--- src/rtl/sboot_pkg.sv ---
package sboot_pkg;

  localparam int OSR = 16;

  typedef enum logic [2:0] {
    RX_IDLE,
    RX_START,
    RX_DATA,
    RX_STOP,
    RX_WAITHI
  } rx_st_e;

  typedef enum logic {
    LD_LISTEN,
    LD_FINISH
  } ld_st_e;

endpackage

--- src/rtl/sboot_tick.sv ---
module sboot_tick #(
  parameter int CLK_HZ = 12_000_000,
  parameter int BAUD   = 19_200
) (
  input  logic clk,
  input  logic rst_n,
  output logic tick
);
  localparam int DIV_RAW = CLK_HZ / (BAUD * sboot_pkg::OSR);
  localparam int DIV     = (DIV_RAW < 1) ? 1 : DIV_RAW;
  localparam int DW      = (DIV > 1) ? $clog2(DIV) : 1;

  generate
    if (DIV == 1) begin : g_every
      assign tick = 1'b1;
    end else begin : g_div
      localparam logic [DW-1:0] LAST = DW'(DIV - 1);
      logic [DW-1:0] cnt_q, cnt_d;

      always_comb begin
        cnt_d = (cnt_q == LAST) ? '0 : cnt_q + 1'b1;
      end

      always_ff @(posedge clk or negedge rst_n) begin
        if (!rst_n) cnt_q <= '0;
        else        cnt_q <= cnt_d;
      end

      assign tick = (cnt_q == LAST);
    end
  endgenerate
endmodule

--- src/rtl/sboot_rx.sv ---
module sboot_rx (
  input  logic       clk,
  input  logic       rst_n,
  input  logic       tick,
  input  logic       run,
  input  logic       rx,
  output logic       line_hi,
  output logic       idle,
  output logic       byte_vld,
  output logic [7:0] byte_data,
  output logic       frame_err
);
  import sboot_pkg::*;

  localparam int CW = $clog2(OSR);
  localparam logic [CW-1:0] LAST = CW'(OSR - 1);
  localparam logic [CW-1:0] MID  = CW'(OSR / 2 - 1);

  logic          rx_m, rx_s;
  rx_st_e        st_q, st_d;
  logic [CW-1:0] cnt_q, cnt_d;
  logic [2:0]    bit_q, bit_d;
  logic [7:0]    sh_q, sh_d;
  logic          vld_q, vld_d, fe_q, fe_d;

  always_ff @(posedge clk or negedge rst_n) begin
    if (!rst_n) begin
      rx_m <= 1'b1;
      rx_s <= 1'b1;
    end else begin
      rx_m <= rx;
      rx_s <= rx_m;
    end
  end

  always_comb begin
    st_d  = st_q;
    cnt_d = cnt_q;
    bit_d = bit_q;
    sh_d  = sh_q;
    vld_d = 1'b0;
    fe_d  = 1'b0;
    if (!run) begin
      st_d  = RX_IDLE;
      cnt_d = '0;
    end else if (tick) begin
      unique case (st_q)
        RX_IDLE: begin
          cnt_d = '0;
          if (!rx_s) st_d = RX_START;
        end
        RX_START: begin
          if (cnt_q == MID) begin
            cnt_d = '0;
            bit_d = '0;
            st_d  = rx_s ? RX_IDLE : RX_DATA;
          end else begin
            cnt_d = cnt_q + 1'b1;
          end
        end
        RX_DATA: begin
          if (cnt_q == LAST) begin
            cnt_d = '0;
            sh_d  = {rx_s, sh_q[7:1]};
            if (bit_q == 3'd7) st_d = RX_STOP;
            else               bit_d = bit_q + 1'b1;
          end else begin
            cnt_d = cnt_q + 1'b1;
          end
        end
        RX_STOP: begin
          if (cnt_q == LAST) begin
            cnt_d = '0;
            if (rx_s) begin
              vld_d = 1'b1;
              st_d  = RX_IDLE;
            end else begin
              fe_d  = 1'b1;
              st_d  = RX_WAITHI;
            end
          end else begin
            cnt_d = cnt_q + 1'b1;
          end
        end
        RX_WAITHI: begin
          if (rx_s) st_d = RX_IDLE;
        end
        default: st_d = RX_IDLE;
      endcase
    end
  end

  always_ff @(posedge clk or negedge rst_n) begin
    if (!rst_n) begin
      st_q  <= RX_IDLE;
      cnt_q <= '0;
      bit_q <= '0;
      sh_q  <= '0;
      vld_q <= 1'b0;
      fe_q  <= 1'b0;
    end else begin
      st_q  <= st_d;
      cnt_q <= cnt_d;
      bit_q <= bit_d;
      sh_q  <= sh_d;
      vld_q <= vld_d;
      fe_q  <= fe_d;
    end
  end

  assign line_hi   = rx_s;
  assign idle      = (st_q == RX_IDLE);
  assign byte_vld  = vld_q;
  assign byte_data = sh_q;
  assign frame_err = fe_q;


  byte_pulse_chk: assert property (@(posedge clk) disable iff (!rst_n)
    byte_vld |=> !byte_vld);
endmodule

--- src/rtl/sboot_ctrl.sv ---
module sboot_ctrl #(
  parameter int RAM_BYTES  = 8192,
  parameter int IDLE_BITS  = 24,
  parameter int CHK_OFFSET = 256,
  localparam int AW = $clog2(RAM_BYTES)
) (
  input  logic          clk,
  input  logic          rst_n,
  input  logic          en,
  input  logic          tick,
  input  logic          line_hi,
  input  logic          rx_idle,
  input  logic          byte_vld,
  input  logic [7:0]    byte_data,
  input  logic          frame_err,
  output logic          rx_run,
  output logic          ram_we,
  output logic [AW-1:0] ram_addr,
  output logic [7:0]    ram_wdata,
  output logic          done,
  output logic          ok,
  output logic          err,
  output logic          boot_go
);
  import sboot_pkg::*;

  localparam int IDLE_TICKS = IDLE_BITS * OSR;
  localparam int IW = $clog2(IDLE_TICKS + 1);
  localparam logic [IW-1:0] IDLE_END = IW'(IDLE_TICKS);
  localparam logic [AW:0]   FULL     = (AW+1)'(RAM_BYTES);

  ld_st_e        st_q, st_d;
  logic [AW:0]   cnt_q, cnt_d;
  logic [15:0]   tail_q, tail_d;
  logic [IW-1:0] idl_q, idl_d;
  logic          arm_q, arm_d;
  logic          we_q, we_d, go_q, go_d;
  logic          ok_q, ok_d, err_q, err_d, done_q, done_d;
  logic [AW-1:0] addr_q, addr_d;
  logic [7:0]    wd_q, wd_d;
  logic          match;

  assign rx_run = en && (st_q == LD_LISTEN);
  assign match  = (tail_q == (16'(cnt_q) + 16'(CHK_OFFSET)));

  always_comb begin
    st_d   = st_q;
    cnt_d  = cnt_q;
    tail_d = tail_q;
    idl_d  = idl_q;
    arm_d  = arm_q;
    ok_d   = ok_q;
    err_d  = err_q;
    done_d = done_q;
    addr_d = addr_q;
    wd_d   = wd_q;
    we_d   = 1'b0;
    go_d   = 1'b0;
    if (rx_run) begin
      if (frame_err) begin
        err_d = 1'b1;
        arm_d = 1'b1;
      end
      if (byte_vld) begin
        arm_d  = 1'b1;
        tail_d = {tail_q[7:0], byte_data};
        if (cnt_q < FULL) begin
          we_d   = 1'b1;
          addr_d = cnt_q[AW-1:0];
          wd_d   = byte_data;
          cnt_d  = cnt_q + 1'b1;
        end else begin
          err_d = 1'b1;
        end
      end
      if (arm_q && rx_idle && line_hi) begin
        if (tick) idl_d = idl_q + 1'b1;
      end else begin
        idl_d = '0;
      end
      if (idl_q == IDLE_END) begin
        st_d   = LD_FINISH;
        done_d = 1'b1;
        ok_d   = match && !err_q;
        err_d  = err_q || !match;
        go_d   = match && !err_q;
      end
    end else begin
      idl_d = '0;
    end
  end

  always_ff @(posedge clk or negedge rst_n) begin
    if (!rst_n) begin
      st_q   <= LD_LISTEN;
      cnt_q  <= '0;
      tail_q <= '0;
      idl_q  <= '0;
      arm_q  <= 1'b0;
      ok_q   <= 1'b0;
      err_q  <= 1'b0;
      done_q <= 1'b0;
      addr_q <= '0;
      wd_q   <= '0;
      we_q   <= 1'b0;
      go_q   <= 1'b0;
    end else begin
      st_q   <= st_d;
      cnt_q  <= cnt_d;
      tail_q <= tail_d;
      idl_q  <= idl_d;
      arm_q  <= arm_d;
      ok_q   <= ok_d;
      err_q  <= err_d;
      done_q <= done_d;
      addr_q <= addr_d;
      wd_q   <= wd_d;
      we_q   <= we_d;
      go_q   <= go_d;
    end
  end

  assign ram_we    = we_q;
  assign ram_addr  = addr_q;
  assign ram_wdata = wd_q;
  assign done      = done_q;
  assign ok        = ok_q;
  assign err       = err_q;
  assign boot_go   = go_q;


  done_sticky_chk: assert property (@(posedge clk) disable iff (!rst_n)
    done |=> done);

  ok_err_excl_chk: assert property (@(posedge clk) disable iff (!rst_n)
    !(ok && err));

  go_single_chk: assert property (@(posedge clk) disable iff (!rst_n)
    boot_go |=> !boot_go);

  no_write_after_done_chk: assert property (@(posedge clk) disable iff (!rst_n)
    done |-> !ram_we);
endmodule

--- src/rtl/sboot_loader.sv ---
module sboot_loader #(
  parameter int CLK_HZ     = 12_000_000,
  parameter int BAUD       = 19_200,
  parameter int RAM_BYTES  = 8192,
  parameter int IDLE_BITS  = 24,
  parameter int CHK_OFFSET = 256
) (
  input  logic                         clk,
  input  logic                         rst_ni,
  input  logic                         en,
  input  logic                         rx,
  output logic                         ram_we,
  output logic [$clog2(RAM_BYTES)-1:0] ram_addr,
  output logic [7:0]                   ram_wdata,
  output logic                         done,
  output logic                         ok,
  output logic                         err,
  output logic                         boot_go
);
  logic       rst_m, rst_n;
  logic       tick, line_hi, rx_idle, byte_vld, frame_err, rx_run;
  logic [7:0] byte_data;

  always_ff @(posedge clk or negedge rst_ni) begin
    if (!rst_ni) begin
      rst_m <= 1'b0;
      rst_n <= 1'b0;
    end else begin
      rst_m <= 1'b1;
      rst_n <= rst_m;
    end
  end

  sboot_tick #(.CLK_HZ(CLK_HZ), .BAUD(BAUD)) u_tick (
    .clk (clk),
    .rst_n (rst_n),
    .tick (tick)
  );

  sboot_rx u_rx (
    .clk       (clk),
    .rst_n     (rst_n),
    .tick      (tick),
    .run       (rx_run),
    .rx        (rx),
    .line_hi   (line_hi),
    .idle      (rx_idle),
    .byte_vld  (byte_vld),
    .byte_data (byte_data),
    .frame_err (frame_err)
  );

  sboot_ctrl #(
    .RAM_BYTES (RAM_BYTES),
    .IDLE_BITS (IDLE_BITS),
    .CHK_OFFSET(CHK_OFFSET)
  ) u_ctrl (
    .clk       (clk),
    .rst_n     (rst_n),
    .en        (en),
    .tick      (tick),
    .line_hi   (line_hi),
    .rx_idle   (rx_idle),
    .byte_vld  (byte_vld),
    .byte_data (byte_data),
    .frame_err (frame_err),
    .rx_run    (rx_run),
    .ram_we    (ram_we),
    .ram_addr  (ram_addr),
    .ram_wdata (ram_wdata),
    .done      (done),
    .ok        (ok),
    .err       (err),
    .boot_go   (boot_go)
  );
endmodule

--- config.mk ---
export PLATFORM = sky130hd
export DESIGN_NAME = sboot_loader
export DESIGN_NICKNAME = d
export VERILOG_FILES = /design/src/rtl/sboot_pkg.sv /design/src/rtl/sboot_tick.sv /design/src/rtl/sboot_rx.sv /design/src/rtl/sboot_ctrl.sv /design/src/rtl/sboot_loader.sv
export SDC_FILE = /design/constraint.sdc
export NUM_CORES = 1
export LEC_CHECK = 0
export ABC_AREA = 1
export BUFFER_PORTS_ARGS = -buffer_cell sky130_fd_sc_hd__clkbuf_2
export CORE_UTILIZATION = 50
export CTS_BUF_LIST = sky130_fd_sc_hd__clkbuf_4 sky130_fd_sc_hd__clkbuf_8
export DETAILED_ROUTE_END_ITERATION = 16
export PLACE_DENSITY = 0.73
export SETUP_SLACK_MARGIN = 0.15
export SYNTH_ARGS = -nofsm -noshare
export SYNTH_HDL_FRONTEND = slang
export SYNTH_HIERARCHICAL = 1
export SYNTH_SLANG_ARGS = --single-unit
--- constraint.sdc ---
create_clock -name clk -period 4 [get_ports clk]
set_input_delay 0.6 -clock clk [delete_from_list [all_inputs] [get_ports clk]]
set_output_delay 0.6 -clock clk [all_outputs]
set_load 0.02 [all_outputs]
Word level (Yosys, flattened, before mapping)
Index checks and enable logic that the tools add are counted.

$add $sub $neg: 6. Magnitude comparators: 1. Eq/ne operators: 22. Muxes and demuxes: 45. Bitwise operators: 1. Reduce and logical (&&, ||, !) cells: 19.

Operators with widths (count): two-way mux 3 bit (12); two-way mux 9 bit (3); two-way mux 1 bit (21); inequality test 3 bit (second input constant) (7); == test 16 bit (1); two-way mux 4 bit (4); adder 14 x 9 -> 15 bit (second input constant) (1); case mux 3 bit (5 select lines) (1); adder 14 x 1 -> 14 bit (second input constant) (1); < comparator 14 bit (second input constant) (1); case mux 4 bit (3 select lines) (1); adder 9 x 1 -> 9 bit (second input constant) (1); == test 9 bit (second input constant) (1); AND reduction 2 bit (4); AND reduction 7 bit (1); adder 6 x 1 -> 6 bit (second input constant) (1); == test 3 x 2 -> 1 bit (second input constant) (2); == test 3 bit (second input constant) (2); == test 6 bit (second input constant) (1); two-way mux 6 bit (1); case mux 3 bit (2 select lines) (1); AND reduction 6 bit (1); adder 4 x 1 -> 4 bit (second input constant) (1); == test 4 x 3 -> 1 bit (second input constant) (1); other kinds (16) (23).

Flip-flop bits (word level): 96. Input bits: 4. Output and inout port bits: 26. Word-level logic and storage cells: 116.

Logic depth before layout (Yosys ltp)
Gate-level depths: netlist (run 1).

Word-level depth: 6. Depth in mapped cells: 11. Depth with buffers taken out: 11.

Cells and area by module
The synthesis (run 1) kept the hierarchy.

By module, submodules not included: sboot_ctrl (times used 1, cells an instance 366, area each 3128.0 um^2, seq. area each 1651.6 um^2); sboot_rx (times used 1, cells an instance 151, area each 1237.4 um^2, seq. area each 553.0 um^2); sboot_tick (times used 1, cells an instance 33, area each 309.0 um^2, seq. area each 150.1 um^2); sboot_loader (times used 1, cells an instance 3, area each 53.8 um^2, seq. area each 50.0 um^2).

Worst setup path after synthesis (run 1)
OpenSTA, ideal clock, no wires.

Path type: flip-flop to flip-flop. Start point: reg u_tick.g_div.cnt_q[0]. End point: reg u_ctrl.idl_q[8]. Arrival time: 1587 ps. Required time: 3923 ps. Slack: 2335 ps. Cell stages (with the launch flop): 10. Path buffers: 1. Period minus slack after synthesis: 1665 ps. Cell sequence: dfrtp_1 > inv_1 > ha_1 > nand2_1 > nor2_4 > clkbuf_1 > inv_1 > nand2_1 > nand4_1 > a21oi_1.

Longest elaborated chain between the ends: 2.

RTL lines: start: declaration (RTL line sboot_tick.sv:18) `logic [DW-1:0] cnt_q, cnt_d;`; start signal: assignment (RTL line sboot_tick.sv:26) `else cnt_q <= cnt_d;`; == test 6 bit (RTL line sboot_tick.sv:29) `assign tick = (cnt_q == LAST);`; net tick (RTL line sboot_loader.sv:21) `logic tick, line_hi, rx_idle, byte_vld, frame_err, rx_run;`; inequality test 3 bit (no line); end signal: assignment (RTL line sboot_ctrl.sv:111) `idl_q <= idl_d;`; end: declaration (RTL line sboot_ctrl.sv:35) `logic [IW-1:0] idl_q, idl_d;`.

The timed path passes the listed nets, and every way through them passes these cells. A chain may end at the register's enable or synchronous reset.

Worst setup path after layout (run 1)
Start point: reg u_tick.g_div.cnt_q[0]. End point: reg u_rx.sh_q[6] (netlist: u_rx/byte_data[6]).

Longest elaborated chain between the ends: 2.

RTL lines: == test 6 bit (RTL line sboot_tick.sv:29); net tick (RTL line sboot_loader.sv:21); AND reduction 4 bit (no line); end signal: assignment (RTL line sboot_rx.sv:98) `sh_q <= '0;`; end signal: assignment (RTL line sboot_rx.sv:105) `sh_q <= sh_d;`; end: declaration (RTL line sboot_rx.sv:23) `logic [7:0] sh_q, sh_d;`.

The timed path passes the listed nets, and every way through them passes these cells.

==> impl_metrics.env, run 1 <==
export IMPL_ys_flop_type="dfrtp_1"
export IMPL_cts_tree="built"
export IMPL_routed_wl_um=8893
export IMPL_synth_area_um2=4728
export IMPL_hold_buffers=1
export IMPL_grt_max_degree=69
export IMPL_crit_type="reg2reg"
export IMPL_drc_errors=0
export IMPL_n_antenna_cell=0
export IMPL_ioPinCount=30
export IMPL_final_core_util_pct=56.08
export IMPL_drive_above_1_share_pct=15.62
export IMPL_rsz0062_at_grt="no"
export IMPL_numClockSinks=96
export IMPL_tritoncts_num_buffers=9
export IMPL_grt_pass1_vias=3443
export IMPL_core_area_um2=9196
export IMPL_syn_mean_instance_area_um2=8.550
export IMPL_fin_crit_ns=2.051
export IMPL_portBuffers=29
export IMPL_slowest_delay_ns=0.41
export IMPL_max_freq_mhz=487.6
export IMPL_timing_final_crit_share_pct=51.27
export IMPL_netlist_area_leader_share_pct=49.75
export IMPL_ant_nets=0
export IMPL_die_w_um=99.25
export IMPL_leakage_nw=2.602
export IMPL_drt_iter0_drc=201
export IMPL_status="completed"
export IMPL_crit_required_ns=4.25
export IMPL_chipHeight_um=99.25
export IMPL_clock_path_buffers=2
export IMPL_max_slew_margin_pct=43.16
export IMPL_crit_chain="inv_1 -> ha_1 -> nand2_1 -> nor2_4 -> nand2_1 -> nor2_2 -> nand2_4 -> nor2_1 -> a21oi_2"
export IMPL_dr_pass1_iters=5
export IMPL_cts_root_buf="clkbuf_8"
export IMPL_slew_viol_final=0
export IMPL_cp_num_buf_inv=1
export IMPL_gp_congestion=0.8465
export IMPL_place_ws_ns=1.730
export IMPL_rows=35
export IMPL_n_fill_cell=834
export IMPL_cts_repair_resized=0
export IMPL_ys_seq_area_share_pct=50.86
export IMPL_netlist_instances=553
export IMPL_hold_path_class="in2reg"
export IMPL_grt_pass1_wl_um=15720
export IMPL_htree_levels=3
export IMPL_ys_types=41
export IMPL_finalSetupTns_ns=0
export IMPL_wl_per_cell_um=12.70
export IMPL_worstPathMaxFanout=18
export IMPL_layout_setup_ws_ns=1.949
export IMPL_ys_ff_latch=96
export IMPL_yosysWarnings=6
export IMPL_hpwlAfterDp_um=6429
export IMPL_cts_setup_buffers=0
export IMPL_nNetsFinal=597
export IMPL_placed_cells=683
export IMPL_power_density_nw_per_um2=310.2
export IMPL_cp_top_family="simple AND/OR/NAND/NOR gates"
export IMPL_synth_area_leader_cell="dfrtp_1"
export IMPL_synth_fp_nets=566
export IMPL_synthArstFlopShare_pct=100.0
export IMPL_cap_violations=0
export IMPL_clock_skew_ns=0.01204
export IMPL_die_area_um2=9850
export IMPL_final_cells=700
export IMPL_synthTopCellsByArea="dfrtp_1 (50%), nand2_1 (11%), inv_1 (5.7%)"
export IMPL_finalSetupViolations=0
export IMPL_vias=3575
export IMPL_cp_common_cell="nand2_1"
export IMPL_clk_pin_slew_ns=0.08
export IMPL_clk_latency_ns=0.36
export IMPL_tightest_slew_ns=0.8526
export IMPL_peakVddDrop_v=0.0001482
export IMPL_synth_edf_count=0
export IMPL_antenna_found_initial=0
export IMPL_area_growth_synth_to_final_pct=9.077
export IMPL_via_per_inst=5.107
export IMPL_initial_core_util_pct=51.41
export IMPL_cp_end_kind="flip-flop"
export IMPL_track_usage_pct=20.10
export IMPL_startpoint_type="flip-flop"
export IMPL_cp_slowest_cell="dfrtp_1"
export IMPL_cp_arrival_ns=2.30
export IMPL_hold_viol=0
export IMPL_overflow=0
## final timing paths
path | from | end | slack (ns) | cells past startpoint
max | u_tick/g_div.cnt_q[0] | u_rx/byte_data[6] | 1.95 | 9
min | rx | u_rx/rx_m | 0.32 | 1
max reg2reg | u_tick/g_div.cnt_q[0] | u_rx/byte_data[6] | 1.95 | 9
min reg2reg | u_rx/rx_m | u_rx/line_hi | 0.36 | 0
max in group asynchronous | rst_n | u_rx/rx_m | 2.61 | 1
min in group asynchronous | rst_n | u_ctrl/ram_wdata[0] | 0.45 | 0
## cell usage after synthesis (all sizes together) (7+ instances only)
cell type / count
inv: 77
xnor2: 7
dfrtp: 94
nor3: 10
a21oi: 15
o21ai: 51
nand4: 8
nor2: 66
nand3: 34
ha: 9
xor2: 18
nand2: 142
## flip-flops by register name, summed over array words and instances (netlist names), 3 cells and up
name                flops
u_ctrl/tail_q          16
u_rx/bit_q              3
u_rx/st_q               3
u_rx/byte_data          8
u_rx/cnt_q              4
u_ctrl/ram_addr        13
u_ctrl/idl_q            9
u_ctrl/cnt_q           14
u_ctrl/ram_wdata        8
u_tick/g_div.cnt_q      6
## cell usage in the layout (no fill, tap or decap), drive strengths merged
cell	count
o21bai	1
clkinv	3
a211oi	1
ha	9
o211ai	1
dlygate4sd3	1
xor2	18
nand4	8
clkinvlp	1
nor3	10
nand3	34
a31oi	2
xnor2	7
o21ai	51
mux2	1
buf	1
nand2	142
o22ai	1
dfstp	2
a21oi	15
inv	77
dfrtp	94
clkbuf	41
conb	1
nor2	66
or2	1
## per-stage QoR
stage | power [mW] | hold slack (ns) | cell area (µm²)
after floorplan | 1.007 | 0.3044 | 4728
after global placement | 1.016 | 0.3382 | 4959
after detailed placement | 1.016 | 0.3442 | 4959
after CTS | 1.621 | 0.3010 | 5157
after global routing | 1.658 | 0.2969 | 5157
final | 1.600 | 0.3197 | 5157
## routing by layer
| layer | vias up | GRT usage (%) | part of all wire (%) |
|---|---|---|---|
| met5 | - | 0 | 0 |
| met4 | 0 | 7.353 | 1.7 |
| met3 | 17 | 4.146 | 3.7 |
| met2 | 80 | 30.24 | 44 |
| met1 | 1668 | 28.88 | 51 |
| li1 | 1810 | - | - |
## cell type report
type | count | area, µm² | area share [%]
clock inverters | 4 | 30.03 | 0.5822
inverters | 77 | 294.0 | 5.701
clock buffers | 12 | 158.9 | 3.081
well taps | 111 | 138.9 | 2.693
multi-input cells | 369 | 1964 | 38.09
flip-flops and latches | 96 | 2409 | 46.70
repair buffers | 31 | 162.7 | 3.154
## worst reg2reg max path, delay by kind of cell, from the launching register on
family / cells / cell delay, ns
and+or+nand+nor: 6 / 1.20
buffers and inverters: 1 / 0.10
adders and majority gates: 1 / 0.18
AOI/OAI and AO/OA: 1 / 0.05
DFF: 1 / 0.41
## cell families (layout without fill, tap and decap cells)
family / count (synthesis) / in the layout / share of synthesized area, %
mux: 1 / 1 / 0.2381
buf+inv: 88 / 124 / 7.594
flops: 96 / 96 / 50.86
xor+xnor: 25 / 25 / 4.631
fa+ha+maj: 9 / 9 / 2.382
simple gates: 261 / 261 / 25.48
compound gates: 72 / 72 / 8.733
other cells: 1 / 1 / 0.07931
## power breakdown
group          internal (mW)  total (mW)  leakage [nW]  switching (mW)
Clock                  0.269       0.604        0.0960           0.335
Sequential             0.973       0.986          1.24          0.0136
Combinational        0.00250     0.00981          1.26         0.00731
Total                   1.24        1.60          2.60           0.356
(Power assumes the default switching activity.)
==> run 2, diff against run 1 <==
--- a/config.mk
+++ b/config.mk
@@ -10,7 +10,7 @@
 export CORE_UTILIZATION = 50
 export CTS_BUF_LIST = sky130_fd_sc_hd__clkbuf_4 sky130_fd_sc_hd__clkbuf_8
 export DETAILED_ROUTE_END_ITERATION = 16
-export PLACE_DENSITY = 0.73
+export PLACE_DENSITY = 0.75
 export SETUP_SLACK_MARGIN = 0.15
 export SYNTH_ARGS = -nofsm -noshare
 export SYNTH_HDL_FRONTEND = slang
==> constraint.sdc (replaced) <==
create_clock -name clk -period 1.72 [get_ports clk]
set_input_delay 0.258 -clock clk [delete_from_list [all_inputs] [get_ports clk]]
set_output_delay 0.258 -clock clk [all_outputs]
set_load 0.02 [all_outputs]
==> run 2 against run 1 <==
Against the previous run: wire length rose by 5.5%; final cell count rose by 3.6%; via count rose by 3.3%; first-iteration DRC count fell by 10%; power rose by 140%; largest power group unchanged.
==> impl_metrics.env, run 2 (synthesis results as in run 1) <==
export IMPL_rrSetupSlack_ns=0.16
export IMPL_ant_nets=0
export IMPL_final_core_util_pct=60.12
export IMPL_timing_rr_end="u_rx/byte_data[4]"
export IMPL_n_antenna_cell=0
export IMPL_power_density_nw_per_um2=703.9
export IMPL_core_area_um2=9196
export IMPL_area_growth_synth_to_final_pct=16.94
export IMPL_initial_core_util_pct=51.41
export IMPL_seq_area_um2=2411
export IMPL_hold_path_class="in2async"
export IMPL_placed_cells=692
export IMPL_htree_levels=3
export IMPL_die_area_um2=9850
export IMPL_rows=35
export IMPL_numClockSinks=96
export IMPL_largest_reg_flops=16
export IMPL_drive_above_1_share_pct=22.64
export IMPL_clock_path_buffers=2
export IMPL_clk_latency_ns=0.37
export IMPL_status="completed"
export IMPL_leakage_nw=2.771
export IMPL_antenna_found_initial=0
export IMPL_portBuffers=29
export IMPL_met3_length_um=202
export IMPL_n_fill_cell=770
export IMPL_top_layer="met4"
export IMPL_wl_met1_um=4451
export IMPL_cp_end_kind="flip-flop"
export IMPL_track_usage_pct=20.80
export IMPL_clock_skew_ns=0.01817
export IMPL_max_freq_mhz=641.7
export IMPL_overflow=0
export IMPL_multiInputGateArea_um2=2087
export IMPL_cts_tree="built"
export IMPL_vias=3693
export IMPL_slew_viol_final=0
export IMPL_r2r_start="u_tick/g_div.cnt_q[0]"
export IMPL_finalSetupTns_ns=0
export IMPL_wl_per_cell_um=12.94
export IMPL_cap_violations=0
export IMPL_startpoint_type="flip-flop"
export IMPL_cts_root_buf="clkbuf_8"
export IMPL_dr_pass1_iters=6
export IMPL_worstPathMaxFanout=8
export IMPL_clk_pin_slew_ns=0.10
export IMPL_fin_area_um2=5529
export IMPL_layout_setup_ws_ns=0.1617
export IMPL_hpwlAfterDp_um=6671
export IMPL_die_w_um=99.25
export IMPL_final_cells=725
export IMPL_via_per_inst=5.094
export IMPL_cp_arrival_ns=1.81
export IMPL_hold_viol=0
export IMPL_largest_register="u_ctrl/tail_q"
export IMPL_whs_ns=0.1851
export IMPL_drt_iter0_drc=180
export IMPL_crit_type="reg2reg"
export IMPL_drc_errors=0
export IMPL_final_common_cell="nand2_1"
export IMPL_routed_wl_um=9383
export IMPL_placed_area_um2=5061
export IMPL_nNetsFinal=622
export IMPL_crit_required_ns=1.97
export IMPL_rsz0062_at_grt="yes"
export IMPL_peakVddDrop_v=0.0003715
export IMPL_grt_pass1_wl_um=16500
export IMPL_grt_max_degree=32
export IMPL_tritoncts_num_buffers=9
export IMPL_ff2ff_path_depth=9
export IMPL_met2_length_um=4560
export IMPL_place_ws_ns=-0.02649
export IMPL_grt_pass1_vias=3680
export IMPL_finalSetupViolations=0
export IMPL_chipHeight_um=99.25
export IMPL_timing_final_crit_share_pct=90.60
export IMPL_power_mw=3.892
export IMPL_ioPinCount=30
export IMPL_fin_crit_ns=1.558
export IMPL_layout_common_cells="nand2_1 (132), dfrtp_1 (91), inv_1 (68), nor2_1 (45), o21ai_0 (31)"
export IMPL_gp_congestion=0.8835
## run 2: cell types whose count changed in the layout (fill, tap and decap cells not counted), moves of 4 or more
cell,delta
inv_1,-4
nand2_1,-4
nor2_4,+4
inv_2,+4
nor2_1,-5
buf_4,+19
## run 2: critical path, stage by stage (launching register included)
cell and delay, ns:
dfrtp_1 0.40, inv_2 0.08, ha_4 0.15, nand2_4 0.06, nor2_4 0.20, nand2_4 0.10
nor2_4 0.21, nand2_8 0.11, nand2_1 0.08, nand2_1 0.06
## run 2: report_power, final
part / leakage (nW) / total, mW / switching [mW] / internal, mW
clock network: 0.103 / 1.56 / 0.798 / 0.762
logic: 1.43 / 0.0529 / 0.0351 / 0.0178
registers: 1.24 / 2.28 / 0.0172 / 2.26
## run 2: how the worst max path moves through the flow
stage	start	end	slack (ns)	cells after the start
final	u_tick/g_div.cnt_q[0]	u_rx/byte_data[4]	0.16	9
after global routing	u_ctrl/idl_q[0]	u_ctrl/err	0.06	11
after CTS	u_ctrl/done	u_ctrl/ram_wdata[0]	0.16	7
after detailed placement	u_tick/g_div.cnt_q[0]	u_ctrl/idl_q[5]	-0.03	9
after global placement	u_ctrl/cnt_q[8]	u_ctrl/err	0.15	10
after floorplan	u_tick/g_div.cnt_q[0]	u_ctrl/idl_q[8]	0.15	9
## run 2: layout make-up
type	instances	share of cell area (%)
well taps	111	2.512
repair buffers	55	6.902
inverters	77	5.363
multi-input cells	370	37.75
clock buffers	11	2.738
flip-flops and latches	96	43.61
clock inverters	5	1.131
## run 2: metal layers
metal,vias to the layer above,global-route usage (%)
met3,14,2.600
met5,-,0
met1,1773,27.76
li1,1854,-
met2,52,34.78
met4,0,8.258
## run 2: what timing repair did
item,CTS,global route
hold endpoints to repair,3,0
buffers inserted,8,6
gates resized for setup,12,21
cloned,1,0
pin swaps,6,9
endpoints found under the setup margin,20,39
hold buffers,2,0
==> run 3, diff against run 2 <==
--- a/config.mk
+++ b/config.mk
@@ -11,6 +11,7 @@
 export CTS_BUF_LIST = sky130_fd_sc_hd__clkbuf_4 sky130_fd_sc_hd__clkbuf_8
 export DETAILED_ROUTE_END_ITERATION = 16
 export PLACE_DENSITY = 0.75
+export RECOVER_POWER = 100
 export SETUP_SLACK_MARGIN = 0.15
 export SYNTH_ARGS = -nofsm -noshare
 export SYNTH_HDL_FRONTEND = slang
==> run 3 against run 2 <==
Against the previous run: the flow now finishes with violations (DRC); clock-buffer cell count unchanged; critical path depth fell by 1; die area is the same; core utilization fell by 1.6 points; clock power about the same; clock skew barely moved.
==> impl_metrics.env, run 3 (synthesis results as in run 1) <==
export IMPL_status="finished with violations"
export IMPL_violations="DRC"
export IMPL_nNetsFinal=622
export IMPL_track_usage_pct=20.80
export IMPL_cp_arrival_ns=1.84
export IMPL_crit_type="reg2reg"
export IMPL_hold_path_class="in2async"
export IMPL_rsz0062_at_grt="yes"
export IMPL_slew_viol_final=0
export IMPL_ant_nets=0
export IMPL_overflow=0
export IMPL_core_area_um2=9196
export IMPL_timing_final_crit_share_pct=92.36
export IMPL_tightest_slew_ns=0.6684
export IMPL_grt_pass1_vias=3680
export IMPL_comb_power_share_pct=1.1
export IMPL_die_w_um=99.25
export IMPL_startpoint_type="flip-flop"
export IMPL_fin_area_um2=5384
export IMPL_vias=3719
export IMPL_power_switching_uw=846.8
export IMPL_cts_root_buf="clkbuf_8"
export IMPL_n_fill_cell=805
export IMPL_chipHeight_um=99.25
export IMPL_final_common_cell="nand2_1"
export IMPL_timing_rr_end="u_tick/g_div.cnt_q[1]"
export IMPL_cap_violations=0
export IMPL_placed_area_um2=5061
export IMPL_rows=35
export IMPL_clock_path_buffers=2
export IMPL_ff2ff_path_depth=8
export IMPL_cts_tree="built"
export IMPL_p_int_mw=3.032
export IMPL_place_ws_ns=-0.02649
export IMPL_max_freq_mhz=629.5
export IMPL_dr_pass1_iters=10
export IMPL_whs_ns=0.1860
export IMPL_power_frac_seq_pct=58.7
export IMPL_portBuffers=29
export IMPL_numClockSinks=96
export IMPL_grt_use_met1_pct=27.76
export IMPL_htree_levels=3
export IMPL_rrSetupSlack_ns=0.13
export IMPL_drive_above_1_share_pct=14.82
export IMPL_via_per_inst=5.130
export IMPL_antenna_found_initial=0
export IMPL_p_clk_share_pct=40.2
export IMPL_startpoint="u_tick/g_div.cnt_q[0]"
export IMPL_grt_max_degree=32
export IMPL_finalSetupViolations=0
export IMPL_seq_area_um2=2411
export IMPL_met2_usage_pct=34.78
export IMPL_drc_errors=2
export IMPL_clk_latency_ns=0.37
export IMPL_max_slew_margin_pct=55.44
export IMPL_swShare_pct=21.83
export IMPL_ioPinCount=30
export IMPL_grt_busiest_layer="met2"
export IMPL_multiInputGateArea_um2=2033
export IMPL_crit_required_ns=1.97
export IMPL_cp_end_kind="flip-flop"
export IMPL_largest_register="u_ctrl/tail_q"
export IMPL_leakage_nw=2.630
export IMPL_grt_pass1_wl_um=16500
export IMPL_grt_use_met3_pct=2.600
export IMPL_peakVddDrop_v=0.0003717
export IMPL_r2r_start="u_tick/g_div.cnt_q[0]"
export IMPL_fin_crit_ns=1.589
export IMPL_layout_common_cells="nand2_1 (134), dfrtp_1 (91), inv_1 (70), nor2_1 (50), o21ai_0 (42)"
export IMPL_hold_viol=0
export IMPL_initial_core_util_pct=51.41
export IMPL_clock_skew_ns=0.01866
export IMPL_wl_per_cell_um=12.92
export IMPL_tritoncts_num_buffers=9
export IMPL_area_growth_synth_to_final_pct=13.87
export IMPL_gp_congestion=0.8835
export IMPL_die_area_um2=9850
export IMPL_hpwlAfterDp_um=6671
export IMPL_drt_iter0_drc=211
export IMPL_cp_endpoint="u_tick/g_div.cnt_q[1]"
export IMPL_layout_setup_ws_ns=0.1314
export IMPL_routed_wl_um=9370
export IMPL_n_antenna_cell=0
export IMPL_largest_reg_flops=16
export IMPL_final_core_util_pct=58.54
export IMPL_worstPathMaxFanout=7
export IMPL_power_density_nw_per_um2=720.5
export IMPL_clk_pin_slew_ns=0.10
run 3: stage by stage:
stage,TNS [ns],instances,total power [mW]
after floorplan,0,553,2.343
after global placement,0,692,2.376
after detailed placement,-0.02649,692,2.378
after CTS,0,719,3.925
after global routing,0,725,4.005
final,0,725,3.879
run 3: worst min-delay path by stage:
stage / startpoint / slack (ns) / end / cells past startpoint
after floorplan: rst_ni / -0.04 / rst_m / 0
after global placement: rst_ni / 0.05 / rst_m / 1
after detailed placement: rst_ni / 0.05 / rst_m / 1
after CTS: rst_ni / 0.19 / rst_n / 2
after global routing: rst_ni / 0.21 / rst_m / 2
final: rst_ni / 0.19 / rst_n / 2
run 3: power by group through the flow:
stage	logic, mW	registers (mW)	clock network (mW)
after floorplan	0.00279	2.34	0
after global placement	0.0511	2.32	0
after detailed placement	0.0521	2.33	0
after CTS	0.0557	2.28	1.59
after global routing	0.0515	2.28	1.67
final	0.0426	2.28	1.56
run 3: layout make-up:
class / count / area share (%)
tap: 111 / 2.580
clock inverter: 5 / 1.162
inverter: 77 / 5.508
clock buffer: 11 / 2.812
sequential: 96 / 44.78
multi-input combinational: 370 / 37.76
timing repair buffer: 55 / 5.392
run 3: metal layers:
metal  share of wire (%)  wire, µm
met1                  47      4438
met2                  48      4544
met3                 2.3       218
met4                 1.8       169
met5                   0         0
run 3: what timing repair did:
action,4_1_cts,5_1_grt
setup endpoints to repair,20,39
gates cloned,1,0
pin swaps,6,9
hold buffers,2,0
hold endpoints to repair,3,0
resized for setup,12,21
setup buffers,8,6
run 3: worst max-delay path, stage by stage (launching register included):
cell,delay [ns]
dfrtp_1,0.40
inv_2,0.08
ha_4,0.15
nand2_4,0.06
nor2_4,0.20
buf_8,0.15
buf_4,0.13
clkbuf_1,0.24
nor2_1,0.07
